$ cat config.mk
export PLATFORM = sky130hd
export DESIGN_NAME = alarm_wdog_wake
export DESIGN_NICKNAME = d
export VERILOG_FILES = /design/src/rtl/awk_pkg.sv /design/src/rtl/alarm_match.sv /design/src/rtl/wdog_timer.sv /design/src/rtl/rst_stretch.sv /design/src/rtl/alarm_wdog_wake.sv
export SDC_FILE = /design/constraint.sdc
export NUM_CORES = 1
export LEC_CHECK = 0
export BUFFER_PORTS_ARGS = -buffer_cell sky130_fd_sc_hd__buf_2
export CAP_MARGIN = 10
export CORE_MARGIN = 5
export CORE_UTILIZATION = 50
export DETAILED_ROUTE_END_ITERATION = 12
export PLACE_DENSITY_LB_ADDON = 0.1
export SLEW_MARGIN = 20
export SYNTH_ARGS = -nofsm -noshare
export SYNTH_HDL_FRONTEND = slang
export SYNTH_SLANG_ARGS = --single-unit
export TNS_END_PERCENT = 5
$ cat constraint.sdc
create_clock -name clk -period 2.5 [get_ports clk]
set_clock_uncertainty 0.2 [all_clocks]
set_input_delay 0.375 -clock clk [delete_from_list [all_inputs] [get_ports clk]]
set_output_delay 0.375 -clock clk [all_outputs]
set_load 0.01 [all_outputs]
$ cat src/rtl/awk_pkg.sv
package awk_pkg;
  typedef struct packed {
    logic [5:0] sec;
    logic [5:0] min;
    logic [4:0] hour;
    logic [2:0] dow;
    logic [4:0] date;
  } tod_t;

  localparam int NUM_EVT = 3;
  localparam int EV_ALM  = 0;
  localparam int EV_WD   = 1;
  localparam int EV_KICK = 2;

  localparam logic [2:0] A_PERIOD = 3'd4;
  localparam logic [2:0] A_CTRL   = 3'd5;
  localparam logic [2:0] A_FLAGS  = 3'd6;
  localparam logic [2:0] A_WDCNT  = 3'd7;

  localparam int C_WAKE = 3;
  localparam int C_PWR  = 4;
endpackage

$ cat src/rtl/alarm_match.sv
module alarm_match
  import awk_pkg::*;
(
  input  logic            clk,
  input  logic            rst_n,
  input  logic            wr_en,
  input  logic [2:0]      addr,
  input  logic [7:0]      wdata,
  input  tod_t            now,
  input  logic            upd,
  output logic            evt,
  output logic [3:0][7:0] regs_rb
);
  logic [3:0][7:0] regs_q, regs_d;
  logic [3:0]      fld_hit;

  always_comb begin
    regs_d = regs_q;
    if (wr_en && addr[2] == 1'b0)
      regs_d[addr[1:0]] = wdata;
  end

  always_ff @(posedge clk or negedge rst_n) begin
    if (!rst_n) regs_q <= '0;
    else        regs_q <= regs_d;
  end

  always_comb begin
    fld_hit[0] = regs_q[0][7] | (regs_q[0][5:0] == now.sec);
    fld_hit[1] = regs_q[1][7] | (regs_q[1][5:0] == now.min);
    fld_hit[2] = regs_q[2][7] | (regs_q[2][4:0] == now.hour);
    if (regs_q[3][6])
      fld_hit[3] = regs_q[3][7] | (regs_q[3][5:0] == {3'b000, now.dow});
    else
      fld_hit[3] = regs_q[3][7] | (regs_q[3][5:0] == {1'b0, now.date});
  end

  assign evt     = upd & (&fld_hit);
  assign regs_rb = regs_q;

  a_r1_all_masked_fires: assert property (@(posedge clk) disable iff (!rst_n)
    (upd && regs_q[0][7] && regs_q[1][7] && regs_q[2][7] && regs_q[3][7]) |-> evt);
  a_r1_quiet_without_upd: assert property (@(posedge clk) disable iff (!rst_n)
    !upd |-> !evt);
endmodule

$ cat src/rtl/wdog_timer.sv
module wdog_timer #(
  parameter int WD_W = 8
) (
  input  logic            clk,
  input  logic            rst_n,
  input  logic            ld,
  input  logic [WD_W-1:0] ld_val,
  input  logic            tick,
  output logic            evt,
  output logic [WD_W-1:0] cnt,
  output logic [WD_W-1:0] period
);
  logic [WD_W-1:0] cnt_q, cnt_d, per_q, per_d;
  logic            armed;

  assign armed = (per_q != '0);

  always_comb begin
    cnt_d = cnt_q;
    per_d = per_q;
    evt   = 1'b0;
    if (ld) begin
      per_d = ld_val;
      cnt_d = ld_val;
    end else if (tick && armed) begin
      if (cnt_q == WD_W'(1)) begin
        evt   = 1'b1;
        cnt_d = per_q;
      end else begin
        cnt_d = cnt_q - WD_W'(1);
      end
    end
  end

  always_ff @(posedge clk or negedge rst_n) begin
    if (!rst_n) begin
      cnt_q <= '0;
      per_q <= '0;
    end else begin
      cnt_q <= cnt_d;
      per_q <= per_d;
    end
  end

  assign cnt    = cnt_q;
  assign period = per_q;

  a_r5_count_in_range: assert property (@(posedge clk) disable iff (!rst_n)
    armed |-> (cnt_q != '0 && cnt_q <= per_q));
  a_r5_stopped_silent: assert property (@(posedge clk) disable iff (!rst_n)
    !armed |-> !evt);
endmodule

$ cat src/rtl/rst_stretch.sv
module rst_stretch #(
  parameter int PULSE = 4,
  parameter int HOLD  = 8
) (
  input  logic clk,
  input  logic rst_n,
  input  logic pwr_fail,
  input  logic trig,
  output logic rst_out
);
  localparam int MAXC = (HOLD > PULSE) ? HOLD : PULSE;
  localparam int CW   = $clog2(MAXC + 1);

  logic [CW-1:0] cnt_q, cnt_d;

  always_comb begin
    cnt_d = cnt_q;
    if (pwr_fail)
      cnt_d = CW'(HOLD);
    else if (trig)
      cnt_d = (cnt_q > CW'(PULSE)) ? cnt_q : CW'(PULSE);
    else if (cnt_q != '0)
      cnt_d = cnt_q - CW'(1);
  end

  always_ff @(posedge clk or negedge rst_n) begin
    if (!rst_n) cnt_q <= '0;
    else        cnt_q <= cnt_d;
  end

  assign rst_out = pwr_fail | (cnt_q != '0);

  a_r9_hold_after_fail: assert property (@(posedge clk) disable iff (!rst_n)
    $fell(pwr_fail) |-> rst_out);
  a_r4_trig_pulse: assert property (@(posedge clk) disable iff (!rst_n)
    trig |=> rst_out);
endmodule

$ cat src/rtl/alarm_wdog_wake.sv
module alarm_wdog_wake
  import awk_pkg::*;
#(
  parameter int WD_W      = 8,
  parameter int RST_PULSE = 4,
  parameter int PF_HOLD   = 8
) (
  input  logic       clk,
  input  logic       rst_n,
  input  logic       bus_wr,
  input  logic       bus_rd,
  input  logic [2:0] bus_addr,
  input  logic [7:0] bus_wdata,
  output logic [7:0] bus_rdata,
  input  logic [5:0] tod_sec,
  input  logic [5:0] tod_min,
  input  logic [4:0] tod_hour,
  input  logic [2:0] tod_dow,
  input  logic [4:0] tod_date,
  input  logic       tod_upd,
  input  logic       wd_tick,
  input  logic       kick_in,
  input  logic       pwr_fail,
  output logic       irq_out,
  output logic       rst_out,
  output logic       pwr_en
);
  logic [1:0]         rsync_q;
  logic               rst_ns;
  tod_t               now;
  logic [NUM_EVT-1:0] evts, flags_q, flags_d, route;
  logic [3:0]         ctrl_q, ctrl_d;
  logic               pwr_q, pwr_d, kick_q, kick_evt, alm_evt, wd_evt;
  logic               rd_clr, ctrl_wr;
  logic [7:0]         rdata_q, rdata_d;
  logic [3:0][7:0]    alm_rb;
  logic [WD_W-1:0]    wd_cnt, wd_per;

  always_ff @(posedge clk or negedge rst_n) begin
    if (!rst_n) rsync_q <= 2'b00;
    else        rsync_q <= {rsync_q[0], 1'b1};
  end
  assign rst_ns = rsync_q[1];

  assign now = '{sec: tod_sec, min: tod_min, hour: tod_hour, dow: tod_dow, date: tod_date};

  alarm_match u_alarm (
    .clk(clk), .rst_n(rst_ns), .wr_en(bus_wr), .addr(bus_addr), .wdata(bus_wdata),
    .now(now), .upd(tod_upd), .evt(alm_evt), .regs_rb(alm_rb)
  );

  wdog_timer #(.WD_W(WD_W)) u_wdog (
    .clk(clk), .rst_n(rst_ns), .ld(bus_wr && bus_addr == A_PERIOD),
    .ld_val(WD_W'(bus_wdata)), .tick(wd_tick), .evt(wd_evt), .cnt(wd_cnt), .period(wd_per)
  );

  assign kick_evt      = kick_in & ~kick_q;
  assign evts[EV_ALM]  = alm_evt;
  assign evts[EV_WD]   = wd_evt;
  assign evts[EV_KICK] = kick_evt;
  assign route         = ctrl_q[NUM_EVT-1:0];
  assign rd_clr        = bus_rd && bus_addr == A_FLAGS;
  assign ctrl_wr       = bus_wr && bus_addr == A_CTRL;

  rst_stretch #(.PULSE(RST_PULSE), .HOLD(PF_HOLD)) u_rst (
    .clk(clk), .rst_n(rst_ns), .pwr_fail(pwr_fail), .trig(|(evts & route)), .rst_out(rst_out)
  );

  always_comb begin
    flags_d = (rd_clr ? '0 : flags_q) | evts;
    ctrl_d  = ctrl_wr ? bus_wdata[3:0] : ctrl_q;
    pwr_d   = ctrl_wr ? bus_wdata[C_PWR] : pwr_q;
    if (kick_evt || (alm_evt && ctrl_q[C_WAKE]))
      pwr_d = 1'b1;
    rdata_d = rdata_q;
    if (bus_rd) begin
      case (bus_addr)
        A_PERIOD: rdata_d = 8'(wd_per);
        A_CTRL:   rdata_d = {3'b000, pwr_q, ctrl_q};
        A_FLAGS:  rdata_d = 8'(flags_q);
        A_WDCNT:  rdata_d = 8'(wd_cnt);
        default:  rdata_d = alm_rb[bus_addr[1:0]];
      endcase
    end
  end

  always_ff @(posedge clk or negedge rst_ns) begin
    if (!rst_ns) begin
      flags_q <= '0;
      ctrl_q  <= '0;
      pwr_q   <= 1'b0;
      kick_q  <= 1'b0;
      rdata_q <= '0;
    end else begin
      flags_q <= flags_d;
      ctrl_q  <= ctrl_d;
      pwr_q   <= pwr_d;
      kick_q  <= kick_in;
      rdata_q <= rdata_d;
    end
  end

  assign irq_out   = |(flags_q & ~route);
  assign pwr_en    = pwr_q;
  assign bus_rdata = rdata_q;

  a_r3_flags_sticky: assert property (@(posedge clk) disable iff (!rst_ns)
    !rd_clr |=> ((flags_q & $past(flags_q)) == $past(flags_q)));
  a_r4_no_flag_no_irq: assert property (@(posedge clk) disable iff (!rst_ns)
    (flags_q == '0) |-> !irq_out);
  a_r6_kick_powers_on: assert property (@(posedge clk) disable iff (!rst_ns)
    kick_evt |=> pwr_en);
  a_r7_wake_powers_on: assert property (@(posedge clk) disable iff (!rst_ns)
    (alm_evt && ctrl_q[C_WAKE]) |=> pwr_en);
  a_r8_power_rise_cause: assert property (@(posedge clk) disable iff (!rst_ns)
    $rose(pwr_en) |-> $past(kick_evt || (alm_evt && ctrl_q[C_WAKE]) || ctrl_wr));
endmodule

==> flow_summary_export.csv, run 1 <==
group,metric,value,unit
yosys,synth_sequential_area_ratio,46.8,%
timing,post-route-min-period,2.43,ns
drt,route.detailed.wl_per_inst,18.3,um
clock_tree,total_cts_buffers,9,
place,numPlacedInstances,506,
floorplanning,width_of_the_die,97.1,um
critical_path,critical_path.startpoint_type,"flip-flop",
finish,antennaDiodeCount,0,
yosys,synth_fa_ha_area_share,0.989,%
critical_path,worst_setup_path_endpoint,"u_rst.cnt_q[1]",
place,placement.setup.worst_slack,-0.0932,ns
timing,worst-slew-pin-transition,0.520,ns
timing,finalCritPeriodShare,97.0,%
yosys,syn_avg_cell_area,10.9,um2
finish,layout-drive-gt1-share,35.3,%
critical_path,cp.arrival,2.49,ns
place,io_buffer_count,54,
finish,mostFrequentLayoutCells,"sky130_fd_sc_hd__dfrtp_1 (70), sky130_fd_sc_hd__buf_2 (54), sky130_fd_sc_hd__mux2_2 (41)",
critical_path,crit-reg2reg-capture,"u_rst.cnt_q[1]",
global_routing,grt_antenna_before_repair,0,
pwr,total_leakage_power,2.05,nW
finish,syn2layout_area_growth,19.7,%
floorplanning,ioPinCount,55,
clock_tree,clk_pin_slew_worst_paths,0.08,ns
finish,layout.cells.most_common,"sky130_fd_sc_hd__dfrtp_1",
finish,final-instance-count-excl-fill,524,
drt,drt-vias-per-instance,5.64,
critical_path,cp_slowest_cell,"sky130_fd_sc_hd__or4_1",
critical_path,r2r_cells,7,
drt,totalWireLength,9590,um
clock_tree,cts_root_buffer,"sky130_fd_sc_hd__clkbuf_8",
critical_path,register_to_register_setup_slack,0.07,ns
timing,finalHoldWorstSlack,0.0834,ns
clock_tree,tritoncts_num_sinks,71,
global_routing,gr-usage-all-layers,21.0,%
pwr,worst_ir_drop_vdd,0.328,mV
yosys,synthesis.nets,394,
floorplanning,std_cell_core_area,7330,um2
drt,detailedRoute.firstIterationViolations,201,
yosys,muxShareOfSynthArea,21.4,%
critical_path,cp-startpoint,"u_alarm.regs_rb[3]",
drt,vias,2953,
run,max_cap_violations,0,
timing,setup_viol_count_final,0,
place,gp_routability_congestion,0.852,
timing,rsz_0062_raised_after_global_routing,"true",
floorplanning,floorplan.die.height,97.1,um
yosys,synth_top_family_by_area,"multiplexers",
finish,layout.nets,467,
pwr,power_density,849,nW/um2
critical_path,crit_path_required_time,2.56,ns
critical_path,worstPathBufferInverterCount,0,
timing,timing_max_transition_violations_final,0,
clock_tree,cts_tree,"built",
clock_tree,cts-htree-levels,3,
timing,setup_ws,0.0750,ns
place,dp_hpwl,7070,um
floorplanning,placement_rows,31,
critical_path,cp-end-kind,"flip-flop",
yosys,syn-instance-count,347,
yosys,synth-warning-count,0,
yosys,synth.lib_cells_used.distinct,48,
finish,num-fill-cells,635,
critical_path,worst_path_dominant_cell_family,"simple AND/OR/NAND/NOR gates",
timing,max_clock_freq,0.412,GHz
critical_path,worst_path_largest_cell_delay,0.55,ns
drt,first_pass_iters,4,
clock_tree,post-cts-setup-buffers,0,
yosys,synth_simple_gate_area_share,13.3,%
timing,relSlewSlack,65.0,%
clock_tree,worstSkewPairLatency,0.36,ns
critical_path,critPathKind,"flip-flop to flip-flop",
yosys,synth.ff_latch_count,71,
critical_path,path_max_fanout,8,
global_routing,grt_max_degree,70,
drt,drc,0,
critical_path,r2r_start,"u_alarm.regs_rb[3]",
global_routing,grt_pass1_wl,15600,um
yosys,syn_area,3790,um2
hold_path,worst_hold_path_type,"flip-flop to async pin",
clock_tree,clockBufferDepth,2,
floorplanning,initial_utilization,51.7,%
timing,finalHoldViolCount,0,
drt,final_antenna_violating_net_count,0,
critical_path,worst_path_cell_trace,"xor2_1, nor4_2, a31oi_1, or4_1, o21a_4, mux2i_1, o21ai_0",
pwr,p_total,3.86,mW
outcome,outcome,"finished clean",
yosys,yosys.area_share.xor_xnor,4.85,%
global_routing,via_count_of_the_first_global_routing_pass,2987,
finish,layout.area.seq,1780,um2
global_routing,grt_overflow_total,0,
critical_path,cell_depth_of_the_worst_setup_path,7,
finish,multi_input_logic_area,1940,um2
floorplanning,dieArea,9430,um2
yosys,fraction_of_the_mapped_netlist_area_in_compound_gates,9.70,%
[worst min-delay path by stage]
stage	to	startpoint	cells after the start
after floorplan	rsync_q[0]	rst_n	0
after global placement	rsync_q[0]	rst_n	1
after detailed placement	rsync_q[0]	rst_n	1
after CTS	rsync_q[1]	rst_n	2
after global routing	u_alarm.regs_rb[13]	rsync_q[1]	1
final	u_alarm.regs_rb[13]	rsync_q[1]	1
[registers in the layout (all words and copies together) (netlist names)]
register / count
bus_rdata: 8
ctrl_q: 4
flags_q: 3
kick_q: 1
pwr_en: 1
rsync_q: 2
u_alarm.regs_rb: 32
u_rst.cnt_q: 4
u_wdog.cnt: 8
u_wdog.period: 8
[synth_stat cells (all sizes together)]
cell type	n	share of area, %
conb	1	0.099
xnor2	9	2.1
nor4	7	1.3
inv	11	1.1
nand4	1	0.17
a32o	1	0.26
a31oi	4	0.66
mux2i	10	2.6
nand3	3	0.40
nand4b	2	0.46
xor2	12	2.8
a311o	1	0.26
nand2	40	4.0
nor3	7	1.1
and2b	1	0.20
o31ai	1	0.20
dfrtp	71	47
nand3b	1	0.20
a21boi	1	0.20
and2	2	0.33
a21oi	21	2.8
o22ai	5	0.82
clkbuf	7	0.69
a21o	1	0.20
nor4b	1	0.23
and3b	3	0.69
a22oi	3	0.59
a22o	2	0.46
a211oi	2	0.40
ha	3	0.99
mux2	41	12
nor3b	1	0.33
nor2b	2	0.33
or4	1	0.20
a41oi	3	0.69
nor2	28	2.8
or2	1	0.17
o21ai	13	1.7
nand2b	3	0.49
o21a	1	0.20
a211o	1	0.26
buf	7	1.0
mux4	11	6.6
[kinds of logic (layout without fill, tap and decap cells)]
kind of cell,count (synthesis),count (layout)
and+or+nand+nor,104,104
DFF,71,71
muxes,62,62
AOI/OAI and AO/OA,60,60
buffers and inverters,25,103
xor gates and xnor gates,21,21
adders and majority gates,3,3
other,1,1
[worst reg2reg max path, delay by kind of cell (launching register included)]
family / cells / cell delay (ns)
DFF: 1 / 0.41
and+or+nand+nor: 2 / 0.85
muxes: 1 / 0.13
AOI/OAI and AO/OA: 3 / 0.58
xor gates and xnor gates: 1 / 0.16
[area by class of cell]
cell class / instances / share of cell area [%]
Clock inverter: 4 / 1.18
Clock buffer: 12 / 3.42
Multi-Input combinational cell: 251 / 42.6
Timing Repair Buffer: 76 / 9.97
Sequential cell: 71 / 39.1
Inverter: 11 / 0.909
Tap cell: 99 / 2.73
[metrics by stage]
step / setup TNS (ns) / util [%] / cell area [um2]
global placement: -0.171 / 58.5 / 4290
detailed placement: -0.325 / 58.5 / 4290
global route: -0.123 / 62.0 / 4540
floorplan: 0 / - / 3790
CTS: 0 / 61.8 / 4530
finish: 0 / 62.0 / 4540
[power by group]
part           internal (mW)  switching (mW)  total [mW]
sequential              1.44           0.263        1.70
combinational          0.620           0.574        1.19
clock                  0.517           0.446       0.963
total                   2.57            1.28        3.86
[timing repair]
action / in CTS / in global routing
hold buffers: 2 / 0
setup endpoints to repair: 4 / 5
gates resized for setup: 2 / 3
endpoints found under the hold margin: 3 / 0
[routing by layer]
layer  part of all wire (%)  GRT usage, %
met3                    5.9          4.45
met4                    1.7          6.26
met2                     48          34.1
met1                     44          28.2
met5                      0             0
(Power assumes the default switching activity.)
==> run 2: changes to the inputs <==
==> constraint.sdc (replaced) <==
create_clock -name clk -period 2.4 [get_ports clk]
set_clock_uncertainty 0.2 [all_clocks]
set_input_delay 0.24 -clock clk [delete_from_list [all_inputs] [get_ports clk]]
set_output_delay 0.24 -clock clk [all_outputs]
set_load 0.02 [all_outputs]
==> run 2 against run 1 <==
  * Cell count grew 3.4%
  * The flow now finishes with violations (negative setup slack)
  * Critical path type unchanged
  * Hold slack lost 0.055 ns
  * First-iteration DRC count shrank 26%
  * Wire length grew 0.67%
  * Count of clock-buffer cells in the layout shrank 1
==> flow_summary_export.csv, run 2 (synthesis gave the netlist of run 1 again) <==
group,metric,value,unit
finish,mostFrequentLayoutCells,"sky130_fd_sc_hd__dfrtp_1 (70), sky130_fd_sc_hd__buf_2 (54), sky130_fd_sc_hd__mux2_2 (41)",
drt,drt-vias-per-instance,5.48,
place,io_buffer_count,54,
finish,layout.nets,485,
timing,sum_of_negative_setup_slack,-0.218,ns
timing,max_clock_freq,0.404,GHz
timing,setup_ws,-0.0745,ns
clock_tree,tritoncts_num_sinks,71,
pwr,power_density,893,nW/um2
critical_path,worst_path_cell_trace,"xor2_2, nor4_2, a31oi_1, or4_1, o21a_4, a211o_2",
pwr,worst_ir_drop_vdd,0.432,mV
global_routing,grt_antenna_before_repair,0,
clock_tree,cts_root_buffer,"sky130_fd_sc_hd__clkbuf_8",
critical_path,cp-end-kind,"flip-flop",
timing,rsz_0062_raised_after_global_routing,"true",
hold_path,worst_hold_path_type,"primary input to flip-flop",
timing,setup_viol_count_final,4,
clock_tree,cts_tree,"built",
clock_tree,worstSkewPairLatency,0.35,ns
clock_tree,total_cts_buffers,9,
drt,detailedRoute.firstIterationViolations,149,
critical_path,critical_path.startpoint_type,"flip-flop",
finish,utilization,64.6,%
global_routing,grt_overflow_total,0,
pwr,total_leakage_power,2.14,nW
run,max_cap_violations,0,
place,dpl_cell_area,4330,um2
timing,timing_max_transition_violations_final,0,
critical_path,worst_path_largest_cell_delay,0.54,ns
floorplanning,dieArea,9430,um2
critical_path,path_max_fanout,8,
critical_path,crit_path_required_time,2.44,ns
drt,final_antenna_violating_net_count,0,
outcome,failed_checks,"negative setup slack",
finish,final_design_area_no_fill,4740,um2
finish,antennaDiodeCount,0,
outcome,outcome,"finished, violations left",
timing,finalHoldViolCount,0,
pwr,p_sw,1.40,mW
drt,drc,0,
clock_tree,clockBufferDepth,2,
timing,worst-slew-pin-transition,0.607,ns
finish,syn2layout_area_growth,24.9,%
floorplanning,floorplan.die.height,97.1,um
clock_tree,clk_pin_slew_worst_paths,0.08,ns
timing,post-route-min-period,2.47,ns
floorplanning,placement_rows,31,
place,dp_hpwl,7230,um
floorplanning,width_of_the_die,97.1,um
clock_tree,cts-htree-levels,3,
timing,relSlewSlack,59.5,%
global_routing,grt_pass1_wl,15700,um
pwr,p_sw_share,33.0,%
drt,totalWireLength,9650,um
finish,layout-drive-gt1-share,36.6,%
floorplanning,initial_utilization,51.7,%
floorplanning,ioPinCount,55,
global_routing,gr-usage-all-layers,21.3,%
finish,largest_reg_flops,32,
pwr,p_int,2.83,mW
finish,layout.cells.most_common,"sky130_fd_sc_hd__dfrtp_1",
global_routing,via_count_of_the_first_global_routing_pass,2945,
place,gp_routability_congestion,0.877,
pwr,sequentialPowerShare,42.2,%
timing,finalCritPeriodShare,103,%
critical_path,cp_slowest_cell,"sky130_fd_sc_hd__or4_1",
critical_path,worstPathBufferInverterCount,0,
floorplanning,std_cell_core_area,7330,um2
global_routing,grt_max_degree,27,
pwr,power.share.combinational,31.7,%
critical_path,cp.arrival,2.51,ns
critical_path,critPathKind,"flip-flop to flip-flop",
drt,route.detailed.wl_per_inst,17.8,um
pwr,power_frac_clock,26.1,%
drt,vias,2970,
drt,first_pass_iters,4,
critical_path,worst_path_dominant_cell_family,"simple AND/OR/NAND/NOR gates",
run 2: path summary, 6_finish.rpt:
path / depth (start not counted) / slack [ns] / start / endpoint
worst max-delay path: 6 / -0.07 / u_alarm.regs_rb[9] / u_rst.cnt_q[2]
worst min-delay path: 3 / 0.03 / bus_wdata[4] / u_wdog.period[4]
worst max register to register: 6 / -0.07 / u_alarm.regs_rb[9] / u_rst.cnt_q[2]
worst min register to register: 0 / 0.08 / rsync_q[1] / u_alarm.regs_rb[5]
max in group asynchronous: 1 / 1.17 / rsync_q[1] / ctrl_q[2]
min in group asynchronous: 0 / 0.08 / rsync_q[1] / u_alarm.regs_rb[5]
run 2: per-stage QoR:
stage	worst slack (ns)	power (mW)	hold WS [ns]	std cells
floorplan	0.0764	2.61	-0.256	347
global placement	-0.0368	3.04	-0.175	514
detailed placement	-0.170	3.07	-0.172	514
CTS	0.00283	4.21	0.0183	542
global route	-0.169	4.49	0.0319	542
finish	-0.0745	4.23	0.0285	542
run 2: worst reg2reg max path: stages, from the launching register on:
cell                      delay (ns)
sky130_fd_sc_hd__dfrtp_1        0.42
sky130_fd_sc_hd__xor2_2         0.17
sky130_fd_sc_hd__nor4_2         0.33
sky130_fd_sc_hd__a31oi_1        0.15
sky130_fd_sc_hd__or4_1          0.54
sky130_fd_sc_hd__o21a_4         0.26
sky130_fd_sc_hd__a211o_2        0.30
run 2: final cells by class:
type / count / area [um2]
Fill cell: 607 / 2590
Multi-Input combinational cell: 251 / 1970
Sequential cell: 71 / 1780
Timing Repair Buffer: 94 / 598
Clock buffer: 11 / 151
Tap cell: 99 / 124
Clock inverter: 5 / 80.1
Inverter: 11 / 41.3
run 2: layer usage:
layer,vias to the layer above,track usage [%],wire (um)
met5,-,0,0
li1,1425,-,-
met4,0,7.88,134
met3,10,4.02,485
met2,72,33.9,4680
met1,1463,29.0,4350
run 2: timing repair:
item	in CTS	in global routing
pin swaps	3	2
hold endpoints to repair	19	0
setup endpoints to repair	4	8
hold buffers	11	0
setup buffers	1	0
gates resized for setup	4	7
run 2: power by group through the flow:
| stage | Combinational, mW | Clock, mW | Sequential (mW) |
|---|---|---|---|
| detailed placement | 1.29 | 0 | 1.79 |
| CTS | 1.32 | 1.12 | 1.76 |
| global placement | 1.26 | 0 | 1.77 |
| floorplan | 0.825 | 0 | 1.79 |
| finish | 1.34 | 1.10 | 1.78 |
| global route | 1.47 | 1.18 | 1.83 |
==> run 3: changes to the inputs <==
--- a/config.mk
+++ b/config.mk
@@ -7,6 +7,7 @@
 export LEC_CHECK = 0
 export BUFFER_PORTS_ARGS = -buffer_cell sky130_fd_sc_hd__buf_2
 export CAP_MARGIN = 10
+export CORE_ASPECT_RATIO = 0.9
 export CORE_MARGIN = 5
 export CORE_UTILIZATION = 50
 export DETAILED_ROUTE_END_ITERATION = 12
==> run 3 against run 2 <==
  * Combinational power increased by 5%
  * Non-clock buffer count increased by 6
  * Wire length increased by 7.5%
  * Setup slack got worse by 0.013 ns
  * Critical path depth increased by 2
  * The run still ends with negative setup slack left
  * Sequential share of layout area decreased by 0.23 points
  * Power increased by 2.8%
==> flow_summary_export.csv, run 3 (synthesis gave the netlist of run 1 again) <==
group,metric,value,unit
critical_path,critical_path.startpoint_type,"flip-flop",
critical_path,path_max_fanout,5,
clock_tree,total_cts_buffers,9,
place,dp_hpwl,7580,um
timing,relSlewSlack,61.1,%
critical_path,r2r_start,"u_alarm.regs_rb[12]",
timing,worst-slew-pin-transition,0.584,ns
pwr,worst_ir_drop_vdd,0.520,mV
place,gp_routability_congestion,0.871,
clock_tree,worstSkewPairLatency,0.35,ns
critical_path,register_to_register_setup_slack,-0.09,ns
timing,finalHoldViolCount,0,
timing,max_clock_freq,0.402,GHz
floorplanning,dieArea,9430,um2
floorplanning,ioPinCount,55,
timing,setup_ws,-0.0877,ns
pwr,power_density,912,nW/um2
global_routing,gr-usage-all-layers,23.1,%
global_routing,grt_pass1_wl,16600,um
critical_path,cp.arrival,2.52,ns
timing,finalCritPeriodShare,104,%
floorplanning,std_cell_core_area,7470,um2
critical_path,crit-reg2reg-capture,"u_rst.cnt_q[0]",
timing,timing_max_transition_violations_final,0,
drt,vias,3114,
outcome,failed_checks,"negative setup slack",
finish,largest_reg_flops,32,
critical_path,crit_path_required_time,2.43,ns
place,io_buffer_count,54,
floorplanning,initial_utilization,50.8,%
finish,antennaDiodeCount,0,
hold_path,worst_hold_path_type,"primary input to flip-flop",
outcome,outcome,"finished, violations left",
critical_path,cp-startpoint,"u_alarm.regs_rb[12]",
clock_tree,cts_tree,"built",
pwr,total_leakage_power,2.18,nW
hold_path,startpoint_of_the_tightest_hold_check_path,"bus_wdata[2]",
critical_path,cp-end-kind,"flip-flop",
finish,layout.cells.most_common,"sky130_fd_sc_hd__dfrtp_1",
global_routing,grt_antenna_before_repair,0,
finish,final_design_area_no_fill,4770,um2
finish,mostFrequentLayoutCells,"sky130_fd_sc_hd__dfrtp_1 (70), sky130_fd_sc_hd__buf_2 (54), sky130_fd_sc_hd__mux2_2 (41)",
finish,layout.nets,491,
critical_path,critPathKind,"flip-flop to flip-flop",
clock_tree,cts_root_buffer,"sky130_fd_sc_hd__clkbuf_8",
hold_path,timing.hold.worst_endpoint,"u_wdog.period[2]",
timing,setup_viol_count_final,3,
timing,finalHoldWorstSlack,0.0227,ns
drt,route.detailed.wl_per_inst,19.1,um
run,max_cap_violations,0,
floorplanning,floorplan.die.height,92.6,um
global_routing,via_count_of_the_first_global_routing_pass,3061,
clock_tree,clockBufferDepth,2,
global_routing,grt_max_degree,48,
clock_tree,clk_pin_slew_worst_paths,0.08,ns
finish,layout-drive-gt1-share,37.5,%
hold_path,worstHoldPathCells,3,
timing,post-route-min-period,2.49,ns
global_routing,grt_overflow_total,0,
drt,detailedRoute.firstIterationViolations,183,
place,dpl_cell_area,4390,um2
drt,final_antenna_violating_net_count,0,
finish,syn2layout_area_growth,25.7,%
floorplanning,width_of_the_die,102,um
clock_tree,cts-htree-levels,3,
drt,first_pass_iters,4,
drt,drc,0,
floorplanning,placement_rows,30,
drt,totalWireLength,10400,um
timing,rsz_0062_raised_after_global_routing,"true",
critical_path,r2r_cells,8,
drt,drt-vias-per-instance,5.72,
clock_tree,tritoncts_num_sinks,71,
run 3: worst max-delay path by stage:
stage	end	cells past startpoint	slack (ns)
finish	u_rst.cnt_q[0]	8	-0.09
global route	u_rst.cnt_q[0]	8	-0.15
CTS	u_rst.cnt_q[1]	8	-0.05
detailed placement	u_rst.cnt_q[0]	8	-0.15
global placement	u_rst.cnt_q[0]	8	-0.03
floorplan	bus_rdata[0]	0	0.08
run 3: what timing repair did:
item / CTS / global route
endpoints found under the hold margin: 23 / 0
gates resized for setup: 3 / 5
setup buffers: 3 / 0
hold buffers: 9 / 0
setup endpoints to repair: 3 / 5
pin swaps: 3 / 3
run 3: final cells by class:
class	count	area, um2
clock buffer	10	128
tap	96	120
inverter	11	41.3
timing repair buffer	100	654
clock inverter	5	106
sequential	71	1780
fill	649	2700
multi-input combinational	251	1940
run 3: metrics by stage:
| stage | utilization, % | cells | TNS (ns) | setup WS, ns | total power [mW] |
|---|---|---|---|---|---|
| floorplan | - | 347 | 0 | 0.0764 | 2.61 |
| global route | 63.8 | 544 | -0.444 | -0.149 | 4.60 |
| finish | 63.8 | 544 | -0.180 | -0.0877 | 4.35 |
| global placement | 58.7 | 517 | -0.0543 | -0.0278 | 3.10 |
| detailed placement | 58.7 | 517 | -0.247 | -0.147 | 3.14 |
| CTS | 63.5 | 544 | -0.0936 | -0.0463 | 4.33 |
run 3: layer usage:
layer / track usage [%] / vias up / part of all wire, % / wire length, um
li1: - / 1444 / - / -
met1: 33.5 / 1568 / 46 / 4740
met2: 35.7 / 98 / 49 / 5040
met3: 4.97 / 4 / 5.2 / 541
met4: 5.14 / 0 / 0.52 / 54
met5: 0 / - / 0 / 0
run 3: worst max-delay path, stage by stage, from the launching register on:
cell and delay (ns):
sky130_fd_sc_hd__dfrtp_1 0.40, sky130_fd_sc_hd__xor2_1 0.16, sky130_fd_sc_hd__nor4_2 0.26, sky130_fd_sc_hd__a31oi_1 0.15, sky130_fd_sc_hd__or4_1 0.53, sky130_fd_sc_hd__o21a_2 0.25
sky130_fd_sc_hd__buf_6 0.13, sky130_fd_sc_hd__mux2i_1 0.18, sky130_fd_sc_hd__o21ai_1 0.11
run 3: report_power, final:
| group | internal (mW) | switching [mW] |
|---|---|---|
| combinational | 0.729 | 0.682 |
| sequential | 1.50 | 0.280 |
| clock | 0.689 | 0.471 |
| total | 2.91 | 1.43 |
